## src/rtl/regbank_pkg.sv

```systemverilog
package regbank_pkg;
  localparam int ADDR_W    = 5;
  localparam int DATA_W    = 8;
  localparam int NREGS     = 14;
  localparam int LAST      = NREGS - 1;
  localparam int IDX_W     = $clog2(NREGS);
  localparam int STAT_ADDR = 3;
  localparam int MIRA_ADDR = 8;
  localparam int MIRB_ADDR = 9;
  localparam int RSSI_ADDR = 12;

  typedef logic [ADDR_W-1:0] addr_t;
  typedef logic [DATA_W-1:0] byte_t;

  function automatic logic implemented(addr_t a);
    return int'(a) < NREGS;
  endfunction

  function automatic addr_t next_addr(addr_t a);
    return (int'(a) >= LAST) ? addr_t'(0) : addr_t'(a + addr_t'(1));
  endfunction

  function automatic byte_t ro_mask(addr_t a);
    return (int'(a) == RSSI_ADDR) ? 8'hFF : 8'h00;
  endfunction

  function automatic byte_t rc_mask(addr_t a);
    return (int'(a) == STAT_ADDR) ? 8'h0F : 8'h00;
  endfunction

  function automatic byte_t mir_mask(addr_t a);
    if (int'(a) == MIRA_ADDR) return 8'hFF;
    if (int'(a) == MIRB_ADDR) return 8'h0F;
    return 8'h00;
  endfunction

  function automatic addr_t mir_src(addr_t a);
    return (int'(a) == MIRB_ADDR) ? addr_t'(STAT_ADDR) : addr_t'(0);
  endfunction

  function automatic byte_t mirclr_mask(addr_t a);
    return (int'(a) == MIRB_ADDR) ? 8'h0F : 8'h00;
  endfunction

  function automatic byte_t wr_mask(addr_t a);
    if (!implemented(a)) return 8'h00;
    return ~(ro_mask(a) | rc_mask(a) | mir_mask(a));
  endfunction
endpackage

```

## src/rtl/regbank_seq.sv

```systemverilog
module regbank_seq
  import regbank_pkg::*;
(
  input  logic  clk,
  input  logic  rst_n,
  input  logic  frame_sel,
  input  logic  rx_valid,
  input  byte_t rx_byte,
  output logic  fire,
  output logic  is_rd,
  output addr_t addr,
  output logic  in_data,
  output logic  done
);
  typedef enum logic [1:0] {S_CMD, S_DATA, S_DONE} seq_st_t;

  seq_st_t    st;
  logic [1:0] left;

  assign fire    = frame_sel && rx_valid && (st == S_DATA);
  assign in_data = (st == S_DATA);
  assign done    = (st == S_DONE);

  always_ff @(posedge clk or negedge rst_n) begin
    if (!rst_n) begin
      st    <= S_CMD;
      addr  <= '0;
      is_rd <= 1'b0;
      left  <= '0;
    end else if (!frame_sel) begin
      st <= S_CMD;
    end else if (rx_valid) begin
      case (st)
        S_CMD: begin
          is_rd <= rx_byte[7];
          left  <= rx_byte[6:5];
          addr  <= rx_byte[ADDR_W-1:0];
          st    <= S_DATA;
        end
        S_DATA: begin
          addr <= next_addr(addr);
          if (left == 2'd0) st <= S_DONE;
          else              left <= left - 2'd1;
        end
        default: st <= S_DONE;
      endcase
    end
  end
endmodule

```

## src/rtl/regbank_store.sv

```systemverilog
module regbank_store
  import regbank_pkg::*;
(
  input  logic       clk,
  input  logic       rst_n,
  input  logic       fire,
  input  logic       wr,
  input  addr_t      addr,
  input  byte_t      wdata,
  input  logic [3:0] evt_set,
  input  logic       rssi_ld,
  input  byte_t      rssi_in,
  output byte_t      view,
  output logic [3:0] stat_q,
  output byte_t      rssi_q,
  output logic       clr_pulse
);
  byte_t q [NREGS];
  addr_t src;
  logic  hit;

  assign hit       = implemented(addr);
  assign src       = mir_src(addr);
  assign clr_pulse = fire && ((rc_mask(addr) | mirclr_mask(addr)) != 8'h00);
  assign stat_q    = q[STAT_ADDR][3:0];
  assign rssi_q    = q[RSSI_ADDR];

  always_comb begin
    view = 8'h00;
    if (hit)
      view = (q[addr[IDX_W-1:0]] & ~mir_mask(addr)) |
             (q[src[IDX_W-1:0]] & mir_mask(addr));
  end

  for (genvar gi = 0; gi < NREGS; gi++) begin : g_reg
    byte_t nx;
    always_comb begin
      nx = q[gi];
      if (fire && addr == addr_t'(gi)) begin
        if (wr) nx = (nx & ~wr_mask(addr)) | (wdata & wr_mask(addr));
        nx = nx & ~rc_mask(addr);
      end
      if (fire && hit && src == addr_t'(gi))
        nx = nx & ~mirclr_mask(addr);
      if (gi == STAT_ADDR)
        nx[3:0] = nx[3:0] | evt_set;
      if (gi == RSSI_ADDR && rssi_ld)
        nx = rssi_in;
    end
    always_ff @(posedge clk or negedge rst_n) begin
      if (!rst_n) q[gi] <= 8'h00;
      else        q[gi] <= nx;
    end
  end
endmodule

```

## src/rtl/regbank_ctrl.sv

```systemverilog
module regbank_ctrl
  import regbank_pkg::*;
(
  input  logic       clk,
  input  logic       rst_n,
  input  logic       frame_sel,
  input  logic       rx_valid,
  input  logic [7:0] rx_byte,
  input  logic [3:0] evt_set,
  input  logic       rssi_ld,
  input  logic [7:0] rssi_in,
  output logic [7:0] rd_data
);
  logic       acc_fire;
  logic       acc_rd;
  addr_t      acc_addr;
  logic       in_data;
  logic       burst_done;
  byte_t      view;
  logic [3:0] stat_q;
  byte_t      rssi_q;
  logic       clr_pulse;

  regbank_seq u_seq (
    .clk(clk), .rst_n(rst_n), .frame_sel(frame_sel),
    .rx_valid(rx_valid), .rx_byte(rx_byte),
    .fire(acc_fire), .is_rd(acc_rd), .addr(acc_addr),
    .in_data(in_data), .done(burst_done)
  );

  regbank_store u_store (
    .clk(clk), .rst_n(rst_n), .fire(acc_fire), .wr(!acc_rd),
    .addr(acc_addr), .wdata(rx_byte), .evt_set(evt_set),
    .rssi_ld(rssi_ld), .rssi_in(rssi_in), .view(view),
    .stat_q(stat_q), .rssi_q(rssi_q), .clr_pulse(clr_pulse)
  );

  assign rd_data = (in_data && acc_rd) ? view : 8'h00;
endmodule

```

## config.mk

```make
export PLATFORM = sky130hd
export DESIGN_NAME = regbank_ctrl
export DESIGN_NICKNAME = d
export VERILOG_FILES = /design/src/rtl/regbank_pkg.sv /design/src/rtl/regbank_seq.sv /design/src/rtl/regbank_store.sv /design/src/rtl/regbank_ctrl.sv
export SDC_FILE = /design/constraint.sdc
export NUM_CORES = 1
export LEC_CHECK = 0
export BUFFER_PORTS_ARGS = -buffer_cell sky130_fd_sc_hd__buf_2
export CAP_MARGIN = 10
export CORE_MARGIN = 2
export CORE_UTILIZATION = 35
export DETAILED_ROUTE_END_ITERATION = 12
export HOLD_SLACK_MARGIN = 0.03
export PLACE_DENSITY_LB_ADDON = 0.05
export SLEW_MARGIN = 20
export SYNTH_ARGS = -nofsm -noshare
export SYNTH_HDL_FRONTEND = slang
export SYNTH_HIERARCHICAL = 1
export SYNTH_SLANG_ARGS = --single-unit
```

## constraint.sdc

```tcl
create_clock -name clk -period 5.51 [get_ports clk]
set_clock_uncertainty 0.2 [all_clocks]
set_input_delay 1.102 -clock clk [delete_from_list [all_inputs] [get_ports clk]]
set_output_delay 1.102 -clock clk [all_outputs]
set_load 0.01 [all_outputs]
```

* After elaboration in Yosys (flattened, before gate mapping)
Index checks and enable logic that the tools add are counted.
Operators by class: equal/unequal tests 34, reductions and logical operators 41, magnitude comparators 4, add/subtract/negate cells 2, bitwise logic cells 122, mux-type cells 314
Operator list (count):
- 2-to-1 mux 8 bit | 182
- AND 8 bit | 58
- inverter 8 bit | 31
- OR 8 bit | 30
- 2-to-1 mux 1 bit | 119
- binary-select mux 8 bit (select 4 bit) | 2
- equality test 5 x 4 -> 1 bit (second input constant) | 12
- equality test 5 x 3 -> 1 bit (second input constant) | 9
- logical AND 1 bit | 32
- equality test 5 x 2 -> 1 bit (second input constant) | 4
- equality test 5 bit (second input constant) | 3
- equality test 5 x 1 -> 1 bit (second input constant) | 2
- >= comparator 5 bit (second input constant) | 2
- zero test 5 bit | 2
- 2-to-1 mux 2 bit | 5
- inverter 4 -> 5 bit | 2
- case mux 5 bit (2 select lines) | 1
- 2-to-1 mux 4 bit | 2
- case mux 2 bit (2 select lines) | 2
- AND reduction 3 bit | 2
- adder 5 x 1 -> 5 bit (second input constant) | 1
- >= comparator 5 x 4 -> 1 bit (second input constant) | 1
- less-than comparator 5 x 4 -> 1 bit (second input constant) | 1
- 2-to-1 mux 5 bit | 1
- 10 further kinds | 11
Word-level totals: bits of input ports 25, register bits after elaboration 122

* Longest topological paths before layout
Gate-level depths: netlist of the first run.
word-level depth 31, depth in mapped cells 8, mapped depth without buffers 6

* By module
The synthesis of the first run kept the hierarchy.
By module, submodules not included:
- regbank_store | area an instance 5580.4 µm², cells each 428, instances 1
- regbank_seq | area an instance 670.6 µm², cells each 67, instances 1
- regbank_ctrl | area an instance 53.8 µm², cells each 9, instances 1

* Worst setup path after synthesis of the first run
OpenSTA, ideal clock, no wires.
path type register to output, start point reg u_seq.addr[2], end point out rd_data[1], stages on the path, launching flop included 8, arrival time 1905 ps, slack 2303 ps, data required time 4208 ps, cell sequence dfrtp_1 -> buf_6 -> or4b_2 -> buf_2 -> o21ai_0 -> a31o_2 -> o221a_2 -> and3_1
On the way: longest elaborated chain between the ends 12, elaborated cells between the ends (all ways) 27, those cells by class order compare: 1; eq/ne: 2; mux: 18; bitwise: 6
RTL lines:
- start, declared | line regbank_seq.sv:11 | output addr_t addr,
- start signal, assigned | line regbank_seq.sv:37 | addr <= rx_byte[ADDR_W-1:0];
- start signal, assigned | line regbank_seq.sv:41 | addr <= next_addr(addr);
- branches (longest 10 deep; another with binary-select mux 8 bit (select 4 bit))
- 2-to-1 mux 8 bit * | line regbank_store.sv:30 | if (hit)
- named net view[1] | line regbank_ctrl.sv:19 | byte_t view;
- 2-to-1 mux 8 bit * | line regbank_ctrl.sv:38 | assign rd_data = (in_data && acc_rd) ? view : 8'h00;
- end, declared | line regbank_ctrl.sv:12 | output logic [7:0] rd_data
Mark *: on every way through the listed nets, which the timed path passes. The select of a mux whose other input is x is not followed.

* Final worst setup path of the first run
start point reg u_seq.addr[1], end point out rd_data[1]
Same word-level chain as after synthesis.

==> impl_results.md, run 1 <==
- Status: complete, no violations
- Clk pin slew, worst setup/hold paths: 50 ps
- Routed vias/inst: 5.625
- P&R area growth vs syn: 15.45%
- Iteration count of the initial detailed-routing pass: 5
- Total CTS buffers: 17
- # Post-CTS Setup Buffers: 0
- WP data required: 4210 ps
- Crit-path max FO: 35
- Via count: 4185
- Die H: 137.1 µm
- Worst slew pin tran: 968.5 ps
- Rel. slew slack: 0.3543
- Slew Limit Fails: 0
- Placed cell count: 714
- Worst path cell trace: buf_4 > or4b_2 > o21ai_0 > a31o_2 > o221a_2 > and3_1 > buf_2
- # IOs: 33
- Post-DR wirelength/cell: 22.38 µm
- Slowest-stage cell, CP: or4b_2
- Initial DRC count: 250
- Max incr delay on CP: 780 ps
- Setup_tns: 0 ps
- CTS Buffer Depth: 2
- HPWL after detailed placement: 11.51 mm
- First-pass GRT wire length: 26.12 mm
- Hold WS: 167.0 ps
- Syn nets: 518
- Min Tclk post-route: 4372 ps
- DRT antenna net count: 0
- H-tree Lvls: 4
- Power Density: 389.3 nW/µm²
- Routability Congestion: 0.8644
- Initial Util: 0.3586
- RSZ-0062 raised after global routing: no
- MaxCap Viol Count: 0
- Synth Cell Area: 6202 µm²
- Final period util: 0.7935
- Detailed-route DRC error count: 0
- Layout Utilization: 0.4140
- Worst min path class: flip-flop to flip-flop
- Post-Layout Cell Count: 744
- Peak Freq: 228.7 MHz
- Syn_area_per_cell: 12.66 µm²
- Gr ovfl total: 0
- CP startpoint kind: flip-flop
- Post-synthesis cell count: 490
- Die area: 18800 µm²
- CTS Sinks: 122
- CP Class: flip-flop to output port
- Layout cells sized above 1: 0.3526
- Final setup fails: 0
- Critical Path AT: 3070 ps
- Largest net degree at the start of global routing: 60
- Vias in the first global route: 4309
- Initial antenna violation count: 0
- Post-Route WL: 16.65 mm
- Root cell of the clock tree: clkbuf_16
- CTS tree: done
- Nets: 536
- Row Count: 48
- Ant. Diodes: 0
- Synth warn: 6
- Post_cts resized: 0
- CORE AREA: 17300 µm²
- Worst vdd ir: 0.2233 mV
- Post-DP Area: 6510 µm²
- Leak: 3.222 nW
- Final Hold Viols: 0
- Die X: 137.1 µm
- CP Capture Type: output port
- Final instance area: 7161 µm²
- Clk Latency, worst-skew pair: 420 ps
- Port Buffers: 32
- Total GRT Usage: 0.1917
- Hold_buf cts: 0
## area by class of cell
cell class                      count  area (µm²)
Inverter                           20       75.07
Clock inverter                      7       162.7
Multi-Input combinational cell    309        2878
Sequential cell                   122        3055
Tap cell                          225       281.5
Fill cell                        1640       10140
Clock buffer                       23       488.0
Timing Repair Buffer               38       220.2
## per-stage QoR
stage | setup WS (ps) | total power, mW
after floorplan | 2303 | 1.411
final | 1138 | 2.787
after detailed placement | 1576 | 1.566
after CTS | 1126 | 2.811
after global placement | 1628 | 1.561
after global routing | 1002 | 2.911
## power breakdown
part	internal, mW	switching (mW)
Combinational	0.215	0.264
Clock	0.845	0.390
Sequential	0.958	0.115
Total	2.02	0.770
## layer usage
metal / global-route usage / wire (µm) / vias to the layer above
met1: 0.2589 / 7655 / 2183
li1: - / - / 1890
met2: 0.2971 / 7984 / 84
met3: 0.05259 / 659 / 28
met4: 0.06586 / 352 / 0
met5: 0 / 0 / -
## critical path, delay by kind of cell, from the launching register on
family                 cells  cell delay, ps
AO/OA/AOI/OAI              3             430
AND/OR/NAND/NOR            2             940
flip-flops                 1             740
buffers and inverters      2             520
## placed cells by master, fill, tap and decap left out, types with 5 or more instances in the layout
master,n
buf_4,6
o22ai_1,13
nor2_1,11
inv_1,16
mux2i_1,15
o21ai_0,9
nand3b_1,5
and3_1,8
a21o_1,5
mux4_2,22
mux2_2,64
buf_2,31
nand3_1,6
nand4_1,5
a21oi_1,14
bufinv_16,5
nand2_1,25
nor2b_1,8
dfrtp_1,120
o2bb2ai_1,25
clkbuf_16,17
## worst paths after layout
kind                                           startpoint                        end  slack, ps  cells past startpoint
min in group asynchronous                           rst_n  u_store/q[98]$_DFFE_PN0P_        570                      1
worst min register to register                  flip-flop                  flip-flop        170                      0
max in group asynchronous                           rst_n   u_store/q[0]$_DFFE_PN0P_       3540                      2
worst max register to register  u_seq/addr[1]$_DFFE_PN0P_                  flip-flop       2360                      4
worst max-delay path            u_seq/addr[1]$_DFFE_PN0P_                 rd_data[1]       1140                      7
worst min-delay path                            flip-flop                  flip-flop        170                      0
(Power assumes the default switching activity.)
==> inputs of run 2 (changes only) <==
==> constraint.sdc (replaced) <==
create_clock -name clk -period 4.58 [get_ports clk]
set_clock_uncertainty 0.2 [all_clocks]
set_input_delay 0.916 -clock clk [delete_from_list [all_inputs] [get_ports clk]]
set_output_delay 0.916 -clock clk [all_outputs]
set_load 0.01 [all_outputs]
==> run 2 against run 1 <==
Register-to-register slack worse by 760 ps; final area fell by 0.35%; worst setup slack got worse by 530 ps; critical path depth is the same; power is 17% higher; critical endpoint is now rd_data[5]; highest routed layer unchanged.
==> impl_results.md, run 2 (synthesis gave the netlist of run 1 again) <==
- Root cell of the clock tree: clkbuf_16 (unchanged)
- Layout cells sized above 1: 0.3518 (was 0.3526)
- Final setup fails: 0 (unchanged)
- CP Capture Type: output port (unchanged)
- Routed vias/inst: 5.599 (was 5.625)
- P&R area growth vs syn: 15.05% (was 15.45%)
- Peak Freq: 251.6 MHz
- Placed cell count: 717 (was 714)
- CP Class: flip-flop to output port (unchanged)
- Hold_buf cts: 0 (unchanged)
- Total CTS buffers: 17 (unchanged)
- H-tree Lvls: 4 (unchanged)
- Slew Limit Fails: 0 (unchanged)
- Layout fillers: 1656 (was 1640)
- Final Hold Viols: 0 (unchanged)
- Most frequent cells in the layout: dfrtp_1, mux2_2, buf_2 (unchanged)
- Path depth of the worst reg2reg path: 4 (unchanged)
- CTS Buffer Depth: 2 (unchanged)
- CP startpoint: u_seq/addr[1]$_DFFE_PN0P_ (unchanged)
- Worst vdd ir: 0.3568 mV (was 0.2233 mV)
- R2r setup slk: 1600 ps (was 2360 ps)
- DRT antenna net count: 0 (unchanged)
- Commonest non-fill, non-tap cell in the layout: dfrtp_1 (unchanged)
- Multi-input gate area: 2878 µm² (unchanged)
- Initial Util: 0.3586 (unchanged)
- Crit-path max FO: 27 (was 35)
- Slowest-stage cell, CP: dfrtp_2 (was or4b_2)
- Row Count: 48 (unchanged)
- Detailed-route DRC error count: 0 (unchanged)
- Iteration count of the initial detailed-routing pass: 6 (was 5)
- Post-DP Area: 6533 µm² (was 6510 µm²)
- # Post-CTS Setup Buffers: 0 (unchanged)
- Clk pin slew, worst setup/hold paths: 60 ps (was 50 ps)
- Vias in the first global route: 4354 (was 4309)
- CTS tree: done (unchanged)
- CP startpoint kind: flip-flop (unchanged)
- Ant. Diodes: 0 (unchanged)
- Post-DR wirelength/cell: 22.58 µm (was 22.38 µm)
- Die H: 137.1 µm (unchanged)
- Power Density: 457.3 nW/µm² (was 389.3 nW/µm²)
- Max incr delay on CP: 810 ps (was 780 ps)
- Nets: 539 (was 536)
- Seq. cell area: 3055 µm² (unchanged)
- Status: complete, no violations (unchanged)
- Total GRT Usage: 0.1962 (was 0.1917)
- Stages on worst setup path: 7 (unchanged)
- Overall power: 3.263 mW (was 2.787 mW)
- Setup_tns: 0 ps (unchanged)
- RSZ-0062 raised after global routing: no (unchanged)
- Worst slew pin tran: 825.4 ps (was 968.5 ps)
- Final instance area: 7136 µm² (was 7161 µm²)
- CP top delay family: flip-flops (was simple AND/OR/NAND/NOR gates)
- Min Tclk post-route: 3974 ps
- CTS Sinks: 122 (unchanged)
- Worst path cell trace: buf_4 > mux4_2 > nand2_1 > a21oi_1 > o31a_1 > and3_1 > buf_2 (was buf_4 > or4b_2 > o21ai_0 > a31o_2 > o221a_2 > and3_1 > buf_2)
- Routability Congestion: 0.8204 (was 0.8644)
- Final period util: 0.8677
- WP data required: 3460 ps (was 4210 ps)
- CORE AREA: 17300 µm² (unchanged)
- Largest net degree at the start of global routing: 63 (was 60)
- # IOs: 33 (unchanged)
- Post_cts resized: 0 (unchanged)
- Bufs and invs on worst path: 2 (unchanged)
- Reg2reg start: u_seq/addr[1]$_DFFE_PN0P_ (unchanged)
- MaxCap Viol Count: 0 (unchanged)
- Clk Latency, worst-skew pair: 430 ps (was 420 ps)
- Via count: 4188 (was 4185)
- Post-Route WL: 16.89 mm (was 16.65 mm)
- Layout Utilization: 0.4125 (was 0.4140)
- Rel. slew slack: 0.4447 (was 0.3543)
- Post-Layout Cell Count: 748 (was 744)
- Initial antenna violation count: 0 (unchanged)
- CP endpoint: rd_data[5] (was rd_data[1])
- Gr ovfl total: 0 (unchanged)
- Die X: 137.1 µm (unchanged)
- First-pass GRT wire length: 26.63 mm (was 26.12 mm)
- Die area: 18800 µm² (unchanged)
- Initial DRC count: 297 (was 250)
- Port Buffers: 32 (unchanged)
- Leak: 3.207 nW (was 3.222 nW)
- HPWL after detailed placement: 11.56 mm (was 11.51 mm)
- Worst min path class: flip-flop to flip-flop (unchanged)
- Critical Path AT: 2860 ps (was 3070 ps)
[run 2: changes by cell type in the layout (fill, tap and decap cells not counted), sizes merged]
cell,delta
clkinvlp,+1
clkinv,+1
bufinv,-1
buf,+3
[run 2: area by class of cell]
cell class | instances | area share
clock buffer | 23 | 0.06418
clock inverter | 8 | 0.02034
inverter | 20 | 0.01052
multi-input combinational | 309 | 0.4033
sequential | 122 | 0.4282
tap | 225 | 0.03945
timing repair buffer | 41 | 0.03402
[run 2: worst reg2reg max path: stages, from the launching register on]
cell	delay, ps
dfrtp_2	810
inv_1	300
nor2_1	550
nand4_2	550
mux2_2	450
[run 2: how the worst min path moves through the flow]
stage                     slack [ps]                   endpoint                      start  depth (start not counted)
after floorplan                  220                  flip-flop                  flip-flop                          1
after global placement           160                  flip-flop                  flip-flop                          0
after detailed placement         160                  flip-flop                  flip-flop                          0
after CTS                        170                  flip-flop                  flip-flop                          0
after global routing             180                  flip-flop                  flip-flop                          0
final                            170  u_store/q[32]$_DFFE_PN0P_  u_store/q[32]$_DFFE_PN0P_                          0
[run 2: layer usage]
metal  vias up  part of all wire  global-route usage
met5         -                 0                   0
met4         0             0.015             0.07045
met3        19             0.043             0.03778
met2        82              0.48              0.3115
met1      2188              0.46              0.2676
li1       1899                 -                   -
[run 2: stage by stage]
stage / setup slack, ps / hold slack [ps]
after CTS: 593.9 / 172.8
after detailed placement: 1056 / 160.1
after floorplan: 1559 / 220.7
after global placement: 1051 / 160.0
final: 606.1 / 171.7
after global routing: 421.7 / 178.4
[run 2: power by group]
part           internal [mW]  switching, mW
clock                  0.919          0.477
sequential              1.15          0.104
combinational          0.261          0.350
==> inputs of run 3 (changes only) <==
--- a/config.mk
+++ b/config.mk
@@ -7,10 +7,12 @@
 export LEC_CHECK = 0
 export BUFFER_PORTS_ARGS = -buffer_cell sky130_fd_sc_hd__buf_2
 export CAP_MARGIN = 10
+export CORE_ASPECT_RATIO = 0.5
 export CORE_MARGIN = 2
 export CORE_UTILIZATION = 35
 export DETAILED_ROUTE_END_ITERATION = 12
 export HOLD_SLACK_MARGIN = 0.03
+export MAX_ROUTING_LAYER = met4
 export PLACE_DENSITY_LB_ADDON = 0.05
 export SLEW_MARGIN = 20
 export SYNTH_ARGS = -nofsm -noshare
==> run 3 against run 2 <==
Die area is 0.34% higher; core utilization down 0.24 points; count of clock-buffer cells in the layout shrank 6; non-clock buffer count is the same; highest routed layer unchanged; sequential cell count did not move; cell count up 1.2%; combinational power increased by 1%; largest cell class unchanged; first-iteration DRC count grew 15%.
==> impl_results.md, run 3 (synthesis gave the netlist of run 1 again) <==
- Final period util: 0.8637 (was 0.8677)
- Layout cells sized above 1: 0.3614 (was 0.3518)
- Root cell of the clock tree: clkbuf_16 (unchanged)
- H-tree Lvls: 4 (unchanged)
- Clock share of power: 0.413 (was 0.428)
- P&R area growth vs syn: 14.79% (was 15.05%)
- Part of the power in registers: 0.395 (was 0.385)
- Setup_tns: 0 ps (unchanged)
- Commonest non-fill, non-tap cell in the layout: dfrtp_1 (unchanged)
- Row Count: 34 (was 48)
- Gr ovfl total: 0 (unchanged)
- Rel. slew slack: 0.2933 (was 0.4447)
- Initial antenna violation count: 0 (unchanged)
- Total GRT Usage: 0.2072 (was 0.1962)
- Peak Freq: 252.8 MHz (was 251.6 MHz)
- Most frequent cells in the layout: dfrtp_1, mux2_2, buf_2 (unchanged)
- Critical Path AT: 2840 ps (was 2860 ps)
- P_int: 2.214 mW (was 2.333 mW)
- CP Capture Type: output port (unchanged)
- Port Buffers: 32 (unchanged)
- Power Density: 451.0 nW/µm² (was 457.3 nW/µm²)
- Post-Route WL: 17.58 mm (was 16.89 mm)
- Slew Limit Fails: 0 (unchanged)
- Leak: 3.195 nW (was 3.207 nW)
- Die area: 18870 µm² (was 18800 µm²)
- Iteration count of the initial detailed-routing pass: 5 (was 6)
- Initial Util: 0.3573 (was 0.3586)
- CP startpoint kind: flip-flop (unchanged)
- Worst vdd ir: 0.2691 mV (was 0.3568 mV)
- Vias in the first global route: 4331 (was 4354)
- Post_cts resized: 0 (unchanged)
- Min Tclk post-route: 3956 ps (was 3974 ps)
- Initial DRC count: 343 (was 297)
- WP data required: 3460 ps (about the same)
- Hold_buf cts: 0 (unchanged)
- CORE AREA: 17360 µm² (was 17300 µm²)
- Overall power: 3.211 mW (was 3.263 mW)
- First-pass GRT wire length: 27.63 mm (was 26.63 mm)
- HPWL after detailed placement: 12.02 mm (was 11.56 mm)
- CTS tree: done (unchanged)
- Worst slew pin tran: 1050 ps (was 825.4 ps)
- Routability Congestion: 0.7688 (was 0.8204)
- Clk pin slew, worst setup/hold paths: 60 ps (about the same)
- Detailed-route DRC error count: 0 (unchanged)
- Final setup fails: 0 (unchanged)
- Comb pwr share: 0.192 (was 0.187)
- Crit-path max FO: 23 (was 27)
- Post-DR wirelength/cell: 23.22 µm (was 22.58 µm)
- # Post-CTS Setup Buffers: 0 (unchanged)
- MaxCap Viol Count: 0 (unchanged)
- Hold Path Depth: 0 (unchanged)
- Nets: 539 (unchanged)
- Largest net degree at the start of global routing: 123 (was 63)
- Die X: 192.3 µm (was 137.1 µm)
- Final Hold Viols: 0 (unchanged)
- Sw frac: 0.3104 (was 0.2851)
- Psw: 0.9967 mW (was 0.9301 mW)
- Status: complete, no violations (unchanged)
- DRT antenna net count: 0 (unchanged)
- Via count: 4155 (was 4188)
- Hold path start: u_store/q[32]$_DFFE_PN0P_ (unchanged)
- Die H: 98.13 µm (was 137.1 µm)
- Clk Latency, worst-skew pair: 420 ps (was 430 ps)
- Routed vias/inst: 5.489 (was 5.599)
- Ant. Diodes: 0 (unchanged)
- CP Class: flip-flop to output port (unchanged)
- Reg2reg start: u_seq/addr[2]$_DFFE_PN0P_ (was u_seq/addr[1]$_DFFE_PN0P_)
- CTS Sinks: 122 (unchanged)
- Total CTS buffers: 17 (unchanged)
- Hold endpoint: u_store/q[32]$_DFFE_PN0P_ (unchanged)
- R2r setup slk: 1500 ps (was 1600 ps)
- # IOs: 33 (unchanged)
- CTS Buffer Depth: 2 (unchanged)
- Path depth of the worst reg2reg path: 4 (unchanged)
- Worst min path class: flip-flop to flip-flop (unchanged)
- RSZ-0062 raised after global routing: no (unchanged)
-- run 3: cell count changes in the layout (fill, tap and decap cells not counted) --
cell,previous run,this run
clkbuf_1,5,0
clkinv_4,0,4
bufinv_16,4,2
inv_6,0,2
clkbuf_8,1,0
clkinv_2,2,3
clkinvlp_4,2,3
-- run 3: power groups by stage --
stage | Combinational [mW] | Sequential, mW | Clock (mW)
final | 0.617 | 1.27 | 1.32
after global routing | 0.672 | 1.28 | 1.42
after CTS | 0.614 | 1.27 | 1.36
after detailed placement | 0.611 | 1.29 | 0
after global placement | 0.614 | 1.29 | 0
after floorplan | 0.485 | 1.21 | 0
-- run 3: worst max-delay path, stage by stage (launching register included) --
cell and delay (ps):
dfrtp_1 720, or4b_2 920, o21ai_0 160, a31o_2 150, o221a_2 190, and3_1 140, buf_2 120
-- run 3: worst max-delay path by stage --
stage                              startpoint          to  slack [ps]  cells after the start
floorplan           u_seq/addr[2]$_DFFE_PN0P_  rd_data[1]        1560                      7
global placement    u_seq/addr[2]$_DFFE_PN0P_  rd_data[1]        1110                      6
detailed placement  u_seq/addr[2]$_DFFE_PN0P_  rd_data[1]        1090                      6
CTS                 u_seq/addr[2]$_DFFE_PN0P_  rd_data[1]         630                      6
global route        u_seq/addr[2]$_DFFE_PN0P_  rd_data[0]         510                      7
finish              u_seq/addr[2]$_DFFE_PN0P_  rd_data[1]         620                      6
-- run 3: layout make-up --
cell class / instances / area [µm²]
fillers: 1650 / 10240
flip-flops and latches: 122 / 3055
multi-input cells: 309 / 2878
clock buffers: 17 / 425.4
well taps: 234 / 292.8
repair buffers: 41 / 242.7
clock inverters: 14 / 150.1
inverters: 20 / 75.07
-- run 3: per-stage QoR --
stage,instance area [µm²],util,cells,hold WS [ps],setup slack (ps)
after floorplan,6202,-,490,220.7,1559
after global placement,6544,0.3770,726,159.6,1111
after detailed placement,6544,0.3770,726,160.1,1094
after CTS,7119,0.4102,757,173.5,633.3
after global routing,7119,0.4102,757,190.5,507.4
final,7119,0.4102,757,173.8,624.5
-- run 3: layer usage --
layer,track usage,vias up,share of wire
li1,-,1881,-
met1,0.3221,2148,0.54
met2,0.2620,114,0.40
met3,0.05356,12,0.057
met4,0.04815,0,0.0074
met5,-,-,0
